File: config.mk
export PLATFORM = sky130hd
export DESIGN_NAME = valley_timer
export DESIGN_NICKNAME = d
export VERILOG_FILES = /design/src/rtl/valley_timer.sv
export SDC_FILE = /design/constraint.sdc
export NUM_CORES = 1
export LEC_CHECK = 0
export CAP_MARGIN = 25
export CORE_MARGIN = 4
export CORE_UTILIZATION = 62
export DETAILED_ROUTE_END_ITERATION = 8
export PLACE_DENSITY = 0.85
export SLEW_MARGIN = 0
export SYNTH_ARGS = -nofsm -noshare
export SYNTH_HDL_FRONTEND = slang
export SYNTH_SLANG_ARGS = --single-unit
File: constraint.sdc
create_clock -name clk -period 3.1 [get_ports clk]
set_input_delay 0.62 -clock clk [delete_from_list [all_inputs] [get_ports clk]]
set_output_delay 0.62 -clock clk [all_outputs]
set_load 0.05 [all_outputs]
File: src/rtl/valley_timer.sv
module valley_timer #(
  parameter int VW          = 4,
  parameter int SP_W        = 8,
  parameter int LIGHT_ENTER = 75,
  parameter int LIGHT_EXIT  = 100,
  parameter int BLANK_CYC   = 160,
  parameter int TIMEOUT_CYC = 650,
  parameter int TURNON_DLY  = 25,
  parameter int SHORT_CYC   = 9000000
) (
  input  logic            clk,
  input  logic            rst_n,
  input  logic            gate,
  input  logic            zcd_hi,
  input  logic            zsc_hi,
  input  logic            dim_on,
  input  logic            sw_en,
  input  logic [SP_W-1:0] setpoint,
  input  logic [VW-1:0]   valley_sel,
  output logic            turn_on,
  output logic [VW-1:0]   valley_cnt,
  output logic            light_load,
  output logic            aux_short
);
  localparam int BW = $clog2(BLANK_CYC + 1);
  localparam int TW = $clog2(TIMEOUT_CYC + 1);
  localparam int DW = $clog2(TURNON_DLY + 1);
  localparam int SW = $clog2(SHORT_CYC + 1);
  localparam logic [BW-1:0] BLANK_FULL = BW'(BLANK_CYC);
  localparam logic [BW-1:0] BLANK_HALF = BW'(BLANK_CYC / 2);
  localparam logic [TW-1:0] TMO_LAST   = TW'(TIMEOUT_CYC - 1);
  localparam logic [DW-1:0] DLY_LOAD   = DW'(TURNON_DLY);
  localparam logic [SW-1:0] SC_LAST    = SW'(SHORT_CYC - 1);
  localparam logic [VW-1:0] V_MAX      = {VW{1'b1}};

  logic          gate_d, zcd_d, fired;
  logic [BW-1:0] blank_cnt;
  logic [TW-1:0] tmo_cnt;
  logic [DW-1:0] dly_cnt;
  logic [SW-1:0] sc_cnt;

  wire gate_rise = gate & ~gate_d;
  wire gate_fall = ~gate & gate_d;
  wire armed     = ~gate & ~gate_fall & (blank_cnt == '0);
  wire zfall     = armed & zcd_d & ~zcd_hi;
  wire tmo_hit   = armed & ~zcd_hi & ~zfall & (tmo_cnt == TMO_LAST);
  wire v_evt     = zfall | tmo_hit;
  wire [VW-1:0] v_next = valley_cnt + 1'b1;
  wire sel_hit   = v_evt & ~fired & (valley_cnt != V_MAX) & (v_next == valley_sel);
  wire sc_low    = dim_on & ~zsc_hi;

  assign turn_on = sw_en & (dly_cnt == DW'(1));

  always_ff @(posedge clk or negedge rst_n) begin
    if (!rst_n) begin
      gate_d <= 1'b0;
      zcd_d  <= 1'b0;
    end else begin
      gate_d <= gate;
      zcd_d  <= zcd_hi;
    end
  end

  always_ff @(posedge clk or negedge rst_n) begin
    if (!rst_n)               light_load <= 1'b0;
    else if (int'(setpoint) < LIGHT_ENTER) light_load <= 1'b1;
    else if (int'(setpoint) > LIGHT_EXIT)  light_load <= 1'b0;
  end

  always_ff @(posedge clk or negedge rst_n) begin
    if (!rst_n)                blank_cnt <= '0;
    else if (gate_fall)        blank_cnt <= light_load ? BLANK_HALF : BLANK_FULL;
    else if (gate)             blank_cnt <= '0;
    else if (blank_cnt != '0)  blank_cnt <= blank_cnt - 1'b1;
  end

  always_ff @(posedge clk or negedge rst_n) begin
    if (!rst_n)                                        tmo_cnt <= '0;
    else if (!armed || zcd_hi || zfall || tmo_hit)     tmo_cnt <= '0;
    else                                               tmo_cnt <= tmo_cnt + 1'b1;
  end

  always_ff @(posedge clk or negedge rst_n) begin
    if (!rst_n) begin
      valley_cnt <= '0;
      fired      <= 1'b0;
      dly_cnt    <= '0;
    end else if (gate_rise) begin
      valley_cnt <= '0;
      fired      <= 1'b0;
      dly_cnt    <= '0;
    end else begin
      if (v_evt && valley_cnt != V_MAX) valley_cnt <= v_next;
      if (sel_hit) begin
        fired   <= 1'b1;
        dly_cnt <= DLY_LOAD;
      end else if (dly_cnt != '0) begin
        dly_cnt <= dly_cnt - 1'b1;
      end
    end
  end

  always_ff @(posedge clk or negedge rst_n) begin
    if (!rst_n) begin
      sc_cnt    <= '0;
      aux_short <= 1'b0;
    end else begin
      if (!sc_low)               sc_cnt <= '0;
      else if (sc_cnt != SC_LAST) sc_cnt <= sc_cnt + 1'b1;
      if (sc_low && sc_cnt == SC_LAST) aux_short <= 1'b1;
    end
  end
endmodule

# Word level (Yosys, flattened, before mapping)
# Index checks and enable logic that the tools add are counted.
# totals
memories,0
latchBits,0
reg_bits,56
ramBits,0
mem_bits_ro,0
# op_classes
eq_ne,7
n_shift,0
muxes,16
add_sub_neg,5
bitwise_logic,22
n_div,0
mul,0
n_reduce_logical,14
order_cmp,2
# op_table
cell,count
$mux W24,2
$mux W8,4
$add A24 B1 Y24 const B,1
$eq A24 B24 Y1 const B,1
$ne A24 B24 Y1 const B,1
$mux W5,3
$and A1 B1 Y1,14
$add A10 B1 Y10 const B,1
$eq A10 B10 Y1 const B,1
$mux W10,1
$gt A8 B7 Y1 const B,1
$logic_not A8 Y1,1
$lt A8 B7 Y1 const B,1
$mux W4,2
$reduce_bool A8 Y1,1
$sub A8 B1 Y8 const B,1
$not A1 Y1,7
$reduce_bool A2 Y1,3
$reduce_bool A3 Y1,2
$eq A5 B1 Y1 const B,1
$reduce_bool A5 Y1,1
$sub A5 B1 Y5 const B,1
$add A4 B1 Y4 const B,1
$eq A4 B4 Y1,1
other kinds (7),13

# Logic depth before layout (Yosys ltp)
# Gate-level depths: netlist of the first run.
# logic_depth
ltp_word,16
depth_mapped,7

# Worst setup path before layout of the first run
# No wires, ideal clock.
# synth_path
path_type,input to register
startpoint,input zcd_hi
endpoint,register dly_cnt[1]
arrival_ps,1685
path_stages,5
path_slack_ps,1283
path_buffers,0
path_cell_list,nor3_1 > nand4bb_1 > a311oi_2 > and3_1 > nor3_1
# synth_between
elab_chain_len,11
elab_cells_between_ends,13
# synth_lines
item,line_no,source
"start, declared",14,"input logic zcd_hi,"
$not A1 Y1 *,"45, 46",
$and A1 B1 Y1,45,wire zfall = armed & zcd_d & ~zcd_hi;
$not A1 Y1,46,wire tmo_hit = armed & ~zcd_hi & ~zfall & (tmo_cnt == TMO_LAST);
$and A1 B1 Y1 (2 in a row),46,
$or A1 B1 Y1 *,47,wire v_evt = zfall | tmo_hit;
$and A1 B1 Y1 * (3 in a row),49,wire sel_hit = v_evt & ~fired & (valley_cnt != V_MAX) & (v_next == valley_sel);
$mux W5,94,if (sel_hit) begin
$mux W5,88,end else if (gate_rise) begin
"end signal, assigned",98,dly_cnt <= dly_cnt - 1'b1;
"end, declared",39,logic [DW-1:0] dly_cnt;
# Mark *: on every way between the ends. The rest lies on a longest branch, timed or not.
# A chain may end at the register's enable or synchronous reset.

# Worst setup path in the final report of the first run
# layout_path
startpoint,input sw_en
endpoint,output turn_on
# layout_between
elab_chain_len,1
# layout_lines
item,line_no,source
"start, declared",17,"input logic sw_en,"
$and A1 B1 Y1,52,assign turn_on = sw_en & (dly_cnt == DW'(1));
"end, declared",20,"output logic turn_on,"
# Every way passes these cells.

==> results of run 1 <==
## cell usage after synthesis
| cell | number | area [sq um] |
|---|---|---|
| and2_1 | 2 | 12.51 |
| or3_1 | 7 | 43.79 |
| a311oi_2 | 1 | 15.01 |
| a31oi_1 | 2 | 12.51 |
| buf_1 | 1 | 3.750 |
| and3_1 | 6 | 37.54 |
| clkbuf_1 | 6 | 22.52 |
| nor4b_2 | 1 | 15.01 |
| o211ai_1 | 1 | 7.510 |
| nor3b_1 | 3 | 22.52 |
| dfrtp_1 | 56 | 1401 |
| a211oi_1 | 3 | 22.52 |
| nor4b_1 | 3 | 26.28 |
| o21a_1 | 2 | 15.01 |
| nand3_1 | 16 | 80.08 |
| nor4_1 | 3 | 18.77 |
| or3_4 | 1 | 11.26 |
| nor2b_1 | 2 | 12.51 |
| nor4_4 | 1 | 21.27 |
| o21bai_1 | 1 | 7.510 |
| nand2b_1 | 5 | 31.28 |
| a2111oi_0 | 1 | 8.760 |
| inv_1 | 9 | 33.78 |
| nand2_1 | 18 | 67.56 |
| mux2i_1 | 2 | 20.02 |
| nand3_2 | 1 | 10.01 |
| nand4_1 | 8 | 50.05 |
| a21oi_1 | 13 | 65.06 |
| o21ai_0 | 8 | 40.04 |
| nor2_1 | 41 | 153.9 |
| xor2_1 | 27 | 236.5 |
| nand4bb_1 | 1 | 11.26 |
| nor4_2 | 1 | 12.51 |
| nor3_1 | 14 | 70.07 |
| a41oi_1 | 1 | 8.760 |
| o31ai_1 | 2 | 15.01 |
| xnor2_1 | 13 | 113.9 |
| nor4b_4 | 1 | 23.77 |
| ha_1 | 9 | 112.6 |
| and4_1 | 5 | 43.79 |
## flip-flops by register name, summed over array words and instances (netlist names)
signal / cells
blank_cnt: 8
zcd_d: 1
valley_cnt: 4
sc_cnt: 24
fired: 1
aux_short: 1
light_load: 1
gate_d: 1
dly_cnt: 5
tmo_cnt: 10
## worst paths after layout
| check | start | endpoint | cells past startpoint |
|---|---|---|---|
| min in group clk | aux_short$_DFFE_PN0P_ | aux_short$_DFFE_PN0P_ | 2 |
| max reg2reg | tmo_cnt[1]$_DFF_PN0_ | dly_cnt[1]$_DFFE_PN0P_ | 7 |
| min reg2reg | aux_short$_DFFE_PN0P_ | aux_short$_DFFE_PN0P_ | 2 |
| min | rst_n | sc_cnt[8]$_DFFE_PN0N_ | 1 |
| max in group asynchronous | rst_n | tmo_cnt[1]$_DFF_PN0_ | 2 |
| max | sw_en | turn_on | 3 |
## area by class of cell
cell class	instances	area (sq um)	share of cell area
multi-input cells	226	1476	0.4429
clock buffers	5	68.82	0.02065
well taps	52	65.06	0.01952
clock inverters	2	12.51	0.003754
flip-flops and latches	56	1401	0.4204
repair buffers	29	275.3	0.08258
inverters	9	33.78	0.01014
## power by group through the flow
stage	Combinational [mW]	Sequential (mW)	Clock [mW]
floorplan	0.283	0.845	0
global placement	0.377	0.848	0
detailed placement	0.389	0.851	0
CTS	0.393	0.836	0.387
global route	0.448	0.847	0.422
finish	0.388	0.837	0.378
## worst max-delay path: cells and delay by family
family,cells,cell delay (ns)
buffers and inverters,2,1.25
and+or+nand+nor,1,0.14
## stage by stage
step	area [sq um]	cells	setup WS [ns]	power, mW	hold WS [ns]
3_5_place_dp	3252	372	0.4747	1.240	0.4590
2_1_floorplan	2938	298	1.283	1.128	0.3244
6_report	3333	379	0.4741	1.603	0.3366
5_1_grt	3333	379	0.4170	1.718	0.3941
4_1_cts	3333	379	0.4747	1.616	0.3542
3_3_place_gp	3252	372	0.4776	1.225	0.4527
## metal layers
metal,share of wire,wire length (um)
met4,0.019,105
met5,0,0
met1,0.47,2611
met2,0.48,2654
met3,0.037,209
## logic make-up (layout without fill, tap and decap cells)
| kind of cell | count (synthesis) | after routing | synth area share |
|---|---|---|---|
| and+or+nand+nor | 140 | 140 | 0.2641 |
| DFF | 56 | 56 | 0.4770 |
| xor gates and xnor gates | 40 | 40 | 0.1193 |
| AOI/OAI and AO/OA | 35 | 35 | 0.07410 |
| buffers and inverters | 16 | 45 | 0.02044 |
| adders and majority gates | 9 | 9 | 0.03833 |
| muxes | 2 | 2 | 0.006815 |
==> metrics.cfg, run 1 <==
[place]
place_congestion=0.8157
dpl.hpwl_mm=4.081
io_buffer_count=25

[global_route]
grt_pass1_wl_mm=9.956
antenna_found_initial=0
globalRouteMet1Util=0.2757
grt.busiest_layer=met2
gr-usage-met2=0.3319
grt_max_degree=33
globalRouteOverflowTotal=0
grtUsageMet3=0.04215
grt_pass1_vias=2251
grt_use_total=0.2047

[clocking]
path_clk_slew_ns=0.09
holdBufCountCts=0
cts.sinks=56
htree_levels=2
clk_path_buf_depth=2
tritoncts=done
cts_setup_buffers=0
cts_made_buffers=5
cts_resized=0
root_buffer=clkbuf_8
clk_latency_ns=0.31

[drt]
drtIter0Drc=102
dr.pass1.iters=4
routedWlPerCell_um=14.72
vias=2272
routed_wl_mm=5.579
drc=0
detail-route-antenna-nets=0
routed_via_density=5.995

[setup_path]
slowest_stage=clkdlybuf4s50_1
crit_path_max_fanout=1
end_kind=primary output
cp_common_cell=clkdlybuf4s50_1
path_cells=clkdlybuf4s50_1 -> and3_1 -> clkdlybuf4s50_1
max_stage_delay_ns=0.80
required_ns=2.48
criticalPathCategory=in -> out
crit_path_start_kind=input port
crit_arrival_ns=2.01
regToRegSetupSlack_ns=0.96

[pwr]
leakage_nw=1.408
p_comb_frac=0.242
switching_share=0.3049
peakVddDrop_uv=329.0
p_int_mw=1.114
pwr-share-clk=0.236
p_switching_mw=0.4887
seq_power_share=0.522
power.density_mw_per_mm2=480.9

[worst_hold_path]
hold_class=in -> async

[timing]
tns_ns=0
fin_worst_skew_ns=0.007608
finalSetupViolations=0
finalCriticalPeriod_ns=2.626
min_period_over_period=0.8471
rsz0062_at_grt=no
tightest_slew_ns=0.8364
slew_headroom=0.4381
finalHoldViolations=0
drv_slew=0
fmax_mhz=380.8

[die]
core_sq_mm=0.004474
die_width_um=76.84
fp.dieH_um=76.84
rows=24
dieArea_sq_mm=0.005904
start_util=0.6566
ios=26

[layout]
fin_nets=355
fillers=329
diodes=0
area_growth_pct=13.46
layout_common_cells=dfrtp_1, nor2_1, xor2_1
final_common_cell=dfrtp_1
final_util=0.7450
drive_above_1_share=0.05810

[yosys]
synth.avg_cell_area_sq_um=9.858
yosys_warnings=0
synth_area_sq_mm=0.002938
ys_types=40
syn-num-nets=326
syn_inst=298
ys_ff_latch=56
ys_seq_area_frac=0.4770

[run]
cap_violations=0

[outcome]
status=completed

Power figures use the tool's default switching activity.
==> run 2: changes to the inputs <==
--- a/config.mk
+++ b/config.mk
@@ -7,9 +7,9 @@
 export LEC_CHECK = 0
 export CAP_MARGIN = 25
 export CORE_MARGIN = 4
-export CORE_UTILIZATION = 62
+export CORE_UTILIZATION = 57
 export DETAILED_ROUTE_END_ITERATION = 8
-export PLACE_DENSITY = 0.85
+export PLACE_DENSITY = 0.79
 export SLEW_MARGIN = 0
 export SYNTH_ARGS = -nofsm -noshare
 export SYNTH_HDL_FRONTEND = slang
==> constraint.sdc (replaced) <==
create_clock -name clk -period 2.6 [get_ports clk]
set_input_delay 0.52 -clock clk [delete_from_list [all_inputs] [get_ports clk]]
set_output_delay 0.52 -clock clk [all_outputs]
set_load 0.05 [all_outputs]
==> run 2 against run 1 <==
  * Register-to-register slack worse by 0.45 ns
  * Total power up 21%
  * Non-clock buffer count increased by 3
  * Sequential cell count did not move
  * Wire length grew 0.45%
  * Via count fell by 2.2%
  * Utilization decreased by 4.7 points
  * Critical endpoint is now valley_cnt[3]
  * Setup slack got worse by 0.033 ns
  * Critical path type is now reg -> out
  * Clock power increased by 26%
==> metrics.cfg, run 2 (synthesis gave the netlist of run 1 again) <==
[timing]
slew_headroom=0.5428  ; +0.1047
finalSetupViolations=0  ; unchanged
drv_slew=0  ; unchanged
min_period_over_period=0.8302
tightest_slew_ns=0.6858  ; -0.1507 ns
fmax_mhz=463.3
finalCriticalPeriod_ns=2.159
fin_worst_skew_ns=0.01213  ; +0.004520 ns
rsz0062_at_grt=no
finalHoldViolations=0  ; unchanged
tns_ns=0  ; unchanged

[drt]
drtIter0Drc=106  ; +3.9%
vias=2221  ; -2.2%
drc=0  ; unchanged
routed_via_density=5.580  ; -6.9%
dr.pass1.iters=4  ; unchanged
routedWlPerCell_um=14.08  ; -4.3%
routed_wl_mm=5.604  ; +0.45%
detail-route-antenna-nets=0  ; unchanged

[global_route]
grt_use_total=0.1933  ; -0.01146
grt_pass1_vias=2258  ; +0.31%
grt_max_degree=33  ; unchanged
globalRouteOverflowTotal=0  ; unchanged
grt_pass1_wl_mm=9.915  ; -0.41%
antenna_found_initial=0  ; unchanged

[layout]
largest_reg_flops=24  ; unchanged
finalNonFillerCells=398  ; +5.0%
seq_area_sq_mm=0.001401  ; unchanged
area_growth_pct=15.16
reg.largest.list=sc_cnt: 24 flops, tmo_cnt: 10 flops, blank_cnt: 8 flops
final_common_cell=dfrtp_1
diodes=0  ; unchanged
max_flop_register=sc_cnt
fillers=380  ; +16%
drive_above_1_share=0.07251  ; +0.01440
fin_nets=358  ; +0.85%
multiInputGateArea_sq_mm=0.001476  ; unchanged
layout_common_cells=dfrtp_1, nor2_1, xor2_1

[clocking]
cts_setup_buffers=0  ; unchanged
path_clk_slew_ns=0.11  ; +0.02 ns
cts_resized=0  ; unchanged
clk_latency_ns=0.31  ; about the same
holdBufCountCts=0  ; unchanged
tritoncts=done
htree_levels=2  ; unchanged
cts_made_buffers=5  ; unchanged
cts.sinks=56  ; unchanged
clk_path_buf_depth=2  ; unchanged
root_buffer=clkbuf_8

[setup_path]
path_cells=clkdlybuf4s50_1
crit_arrival_ns=1.64  ; -0.37 ns
crit_path_start_kind=flip-flop
max_stage_delay_ns=0.85  ; +0.05 ns
crit_path_max_fanout=6  ; +5
required_ns=2.08  ; -0.40 ns
crit_family=buffers and inverters
cp_num_buf_inv=1  ; -1
criticalPathCategory=reg -> out
slowest_stage=clkdlybuf4s50_1
regToRegSetupSlack_ns=0.51  ; -0.45 ns
end_kind=primary output

[pwr]
power.density_mw_per_mm2=572.3  ; +19%
peakVddDrop_uv=396.3  ; +20%
leakage_nw=1.427  ; +1.3%

[die]
dieArea_sq_mm=0.006366  ; +7.8%
core_sq_mm=0.004848  ; +8.4%
ios=26  ; unchanged
die_width_um=79.79  ; +3.8%
fp.dieH_um=79.79  ; +3.8%
start_util=0.6059  ; -0.05066
rows=25  ; +4.2%

[place]
place_congestion=0.8257  ; +1.2%
dpl.hpwl_mm=4.120  ; +0.95%
numPlacedInstances=390  ; +4.8%
io_buffer_count=25  ; unchanged

[run]
cap_violations=0  ; unchanged

[worst_hold_path]
hold_class=in -> async

[outcome]
status=completed

-- run 2: final timing paths --
| kind | startpoint | to | depth (start not counted) |
|---|---|---|---|
| min in group clk | aux_short$_DFFE_PN0P_ | aux_short$_DFFE_PN0P_ | 2 |
| max reg2reg | tmo_cnt[1]$_DFF_PN0_ | dly_cnt[2]$_DFFE_PN0P_ | 7 |
| min | rst_n | sc_cnt[0]$_DFFE_PN0N_ | 1 |
| max in group asynchronous | rst_n | sc_cnt[11]$_DFFE_PN0N_ | 2 |
| max | valley_cnt[3]$_DFFE_PN0P_ | valley_cnt[3] | 1 |
| min reg2reg | aux_short$_DFFE_PN0P_ | aux_short$_DFFE_PN0P_ | 2 |
-- run 2: per-stage QoR --
stage	hold WS (ns)	power (mW)	setup WS (ns)	cell area, sq um	util
after floorplan	0.2244	1.345	0.8344	2938	-
after detailed placement	0.4570	1.478	0.2646	3291	0.6787
after global routing	0.2934	2.056	0.3409	3383	0.6978
after global placement	0.4519	1.460	0.3660	3291	0.6787
final	0.2370	1.936	0.4414	3383	0.6978
after CTS	0.2683	1.956	0.4272	3383	0.6978
-- run 2: area by class of cell --
type / instances / share of cell area
sequential: 56 / 0.4142
clock inverter: 3 / 0.007027
multi-input combinational: 226 / 0.4364
clock buffer: 5 / 0.02034
timing repair buffer: 32 / 0.08728
inverter: 9 / 0.009985
tap: 67 / 0.02478
-- run 2: routing by layer --
layer	part of all wire	wire (um)	global-route usage
met4	0.012	65	0.06419
met3	0.022	123	0.03837
met1	0.49	2722	0.2587
met2	0.48	2693	0.3155
met5	0	0	0
-- run 2: power by group --
| group | internal, mW | switching, mW |
|---|---|---|
| clock network | 0.191 | 0.285 |
| logic | 0.214 | 0.247 |
| registers | 0.930 | 0.0698 |
| total | 1.34 | 0.601 |
==> run 3: changes to the inputs <==
--- a/config.mk
+++ b/config.mk
@@ -7,9 +7,9 @@
 export LEC_CHECK = 0
 export CAP_MARGIN = 25
 export CORE_MARGIN = 4
-export CORE_UTILIZATION = 57
+export CORE_UTILIZATION = 52
 export DETAILED_ROUTE_END_ITERATION = 8
-export PLACE_DENSITY = 0.79
+export PLACE_DENSITY = 0.76
 export SLEW_MARGIN = 0
 export SYNTH_ARGS = -nofsm -noshare
 export SYNTH_HDL_FRONTEND = slang
==> constraint.sdc (replaced) <==
create_clock -name clk -period 1.8 [get_ports clk]
set_input_delay 0.36 -clock clk [delete_from_list [all_inputs] [get_ports clk]]
set_output_delay 0.36 -clock clk [all_outputs]
set_load 0.05 [all_outputs]
==> run 3 against run 2 <==
  * The run now ends with setup timing left
  * Clock power is 70% higher
  * Die area is 8.6% higher
  * Worst hold slack worse by 0.22 ns
  * Critical path depth is 5 higher
  * Clock skew is 0.00075 ns higher
  * Wire length is 11% higher
  * Sequential power is 44% higher
  * Via count is 6.1% higher
  * Largest cell class unchanged
==> metrics.cfg, run 3 (synthesis gave the netlist of run 1 again) <==
[layout]
seq_area_sq_mm=0.001404  ; +0.18%
finalNonFillerCells=435  ; +9.3%
largest_reg_flops=24  ; unchanged
final_common_cell=dfrtp_1
final_util=0.6842  ; -0.01364
drive_above_1_share=0.2121  ; +0.1396
fin_nets=390  ; +8.9%
layout_common_cells=dfrtp_1, buf_4, nor2_1
diodes=0  ; unchanged
area_growth_pct=28.24
max_flop_register=sc_cnt
fillers=397  ; +4.5%
reg.largest.list=sc_cnt: 24 flops, tmo_cnt: 10 flops, blank_cnt: 8 flops
multiInputGateArea_sq_mm=0.001583  ; +7.2%

[place]
dp_slack_ns=-0.2541  ; -0.5187 ns
place_congestion=0.8276  ; +0.23%
io_buffer_count=25  ; unchanged
dpl.hpwl_mm=4.240  ; +2.9%
numPlacedInstances=419  ; +7.4%

[timing]
finalCriticalPeriod_ns=1.862
drv_slew=0  ; unchanged
fmax_mhz=537.0
finalHoldViolations=0  ; unchanged
tightest_slew_ns=0.4208  ; -0.2649 ns
hold_slack_ns=0.01876  ; -0.2182 ns
finalWorstSetupSlack_ns=-0.06210  ; -0.5035 ns
rsz0062_at_grt=yes
min_period_over_period=1.034
finalSetupViolations=4  ; +4
slew_headroom=0.7169  ; +0.1740
fin_worst_skew_ns=0.01288  ; +0.0007534 ns

[clocking]
cts.sinks=56  ; unchanged
clk_path_buf_depth=2  ; unchanged
htree_levels=2  ; unchanged
tritoncts=done
root_buffer=clkbuf_8
cts_made_buffers=5  ; unchanged
path_clk_slew_ns=0.10  ; about the same
clk_latency_ns=0.31  ; about the same

[global_route]
globalRouteMet1Util=0.2364  ; -0.02230
grt_pass1_vias=2412  ; +6.8%
antenna_found_initial=0  ; unchanged
gr-usage-met2=0.3192  ; +0.003716
grt_use_total=0.1873  ; -0.005968
grt_pass1_wl_mm=10.79  ; +8.8%
grt_max_degree=57  ; +73%
grt.busiest_layer=met2
grtUsageMet3=0.03671  ; -0.001668
globalRouteOverflowTotal=0  ; unchanged

[drt]
drtIter0Drc=157  ; +48%
routed_via_density=5.418  ; -2.9%
routedWlPerCell_um=14.31  ; +1.6%
detail-route-antenna-nets=0  ; unchanged
drc=0  ; unchanged
routed_wl_mm=6.223  ; +11%
dr.pass1.iters=4  ; unchanged
vias=2357  ; +6.1%

[outcome]
violations=setup timing
status=complete, but fails checks

[run]
cap_violations=0  ; unchanged

[setup_path]
cp.depth=6  ; +5
crit_path_start_kind=flip-flop
slowest_stage=dfrtp_2
crit_arrival_ns=2.09  ; +0.45 ns
required_ns=2.03  ; -0.05 ns
crit_path_max_fanout=4  ; -2
path_cells=nor4_4 -> nand4bb_4 -> a311oi_2 -> buf_4 -> nand3_1 -> o21ai_1
cp_num_buf_inv=1  ; unchanged
max_stage_delay_ns=0.46  ; -0.39 ns
end_kind=flip-flop
crit_family=simple AND/OR/NAND/NOR gates
reg2reg_depth=6  ; -1
criticalPathCategory=reg -> reg

[die]
fp.dieH_um=83.17  ; +4.2%
core_sq_mm=0.005507  ; +14%
die_width_um=83.17  ; +4.2%
start_util=0.5335  ; -0.07242
ios=26  ; unchanged
rows=27  ; +8.0%
dieArea_sq_mm=0.006916  ; +8.6%

[pwr]
leakage_nw=1.631  ; +14%
peakVddDrop_uv=534.9  ; +35%
power.density_mw_per_mm2=827.0  ; +44%

[worst_hold_path]
hold_class=in -> async

==> run 3: cell types whose count changed in the layout (fill, tap and decap cells not counted), sizes merged <==
| cell | delta |
|---|---|
| clkdlybuf4s50 | -6 |
| bufinv | +1 |
| buf | +38 |
| clkbuf | +1 |
| clkinvlp | -2 |
==> run 3: layout make-up <==
| type | instances | share of cell area |
|---|---|---|
| timing repair buffer | 64 | 0.1458 |
| inverter | 9 | 0.008967 |
| tap | 72 | 0.02391 |
| clock buffer | 6 | 0.01926 |
| multi-input combinational | 226 | 0.4201 |
| sequential | 56 | 0.3726 |
| clock inverter | 2 | 0.009299 |
==> run 3: repair_timing <==
item	CTS	global route
hold buffers	0	0
buffers inserted	1	7
pin swaps	3	3
gates cloned	0	0
resized for setup	7	15
setup endpoints to repair	10	26
==> run 3: final timing paths <==
path / slack (ns) / to / start
max: -0.06 / valley_cnt[1]$_DFFE_PN0P_ / blank_cnt[3]$_DFFE_PN0P_
min in group clk: 0.47 / aux_short$_DFFE_PN0P_ / aux_short$_DFFE_PN0P_
max reg2reg: -0.06 / valley_cnt[1]$_DFFE_PN0P_ / blank_cnt[3]$_DFFE_PN0P_
max in group asynchronous: 1.50 / blank_cnt[3]$_DFFE_PN0P_ / rst_n
min: 0.02 / dly_cnt[4]$_DFFE_PN0P_ / rst_n
min reg2reg: 0.47 / aux_short$_DFFE_PN0P_ / aux_short$_DFFE_PN0P_
==> run 3: metal layers <==
metal / wire length (um) / up-vias
li1: - / 1168
met1: 2718 / 1134
met2: 3175 / 42
met3: 174 / 13
met4: 153 / 0
met5: 0 / -
==> run 3: power breakdown <==
part,switching [mW],internal (mW),total [mW]
combinational,0.421,0.442,0.863
clock,0.397,0.414,0.811
sequential,0.0966,1.34,1.44
==> run 3: per-stage QoR <==
| step | instance area [sq um] | power, mW | TNS [ns] |
|---|---|---|---|
| 6_report | 3767 | 3.115 | -0.1636 |
| 5_1_grt | 3767 | 3.330 | -1.385 |
| 4_1_cts | 3656 | 3.035 | 0 |
| 3_5_place_dp | 3487 | 2.195 | -2.135 |
| 3_3_place_gp | 3487 | 2.173 | -1.294 |
| 2_1_floorplan | 2938 | 1.942 | 0 |
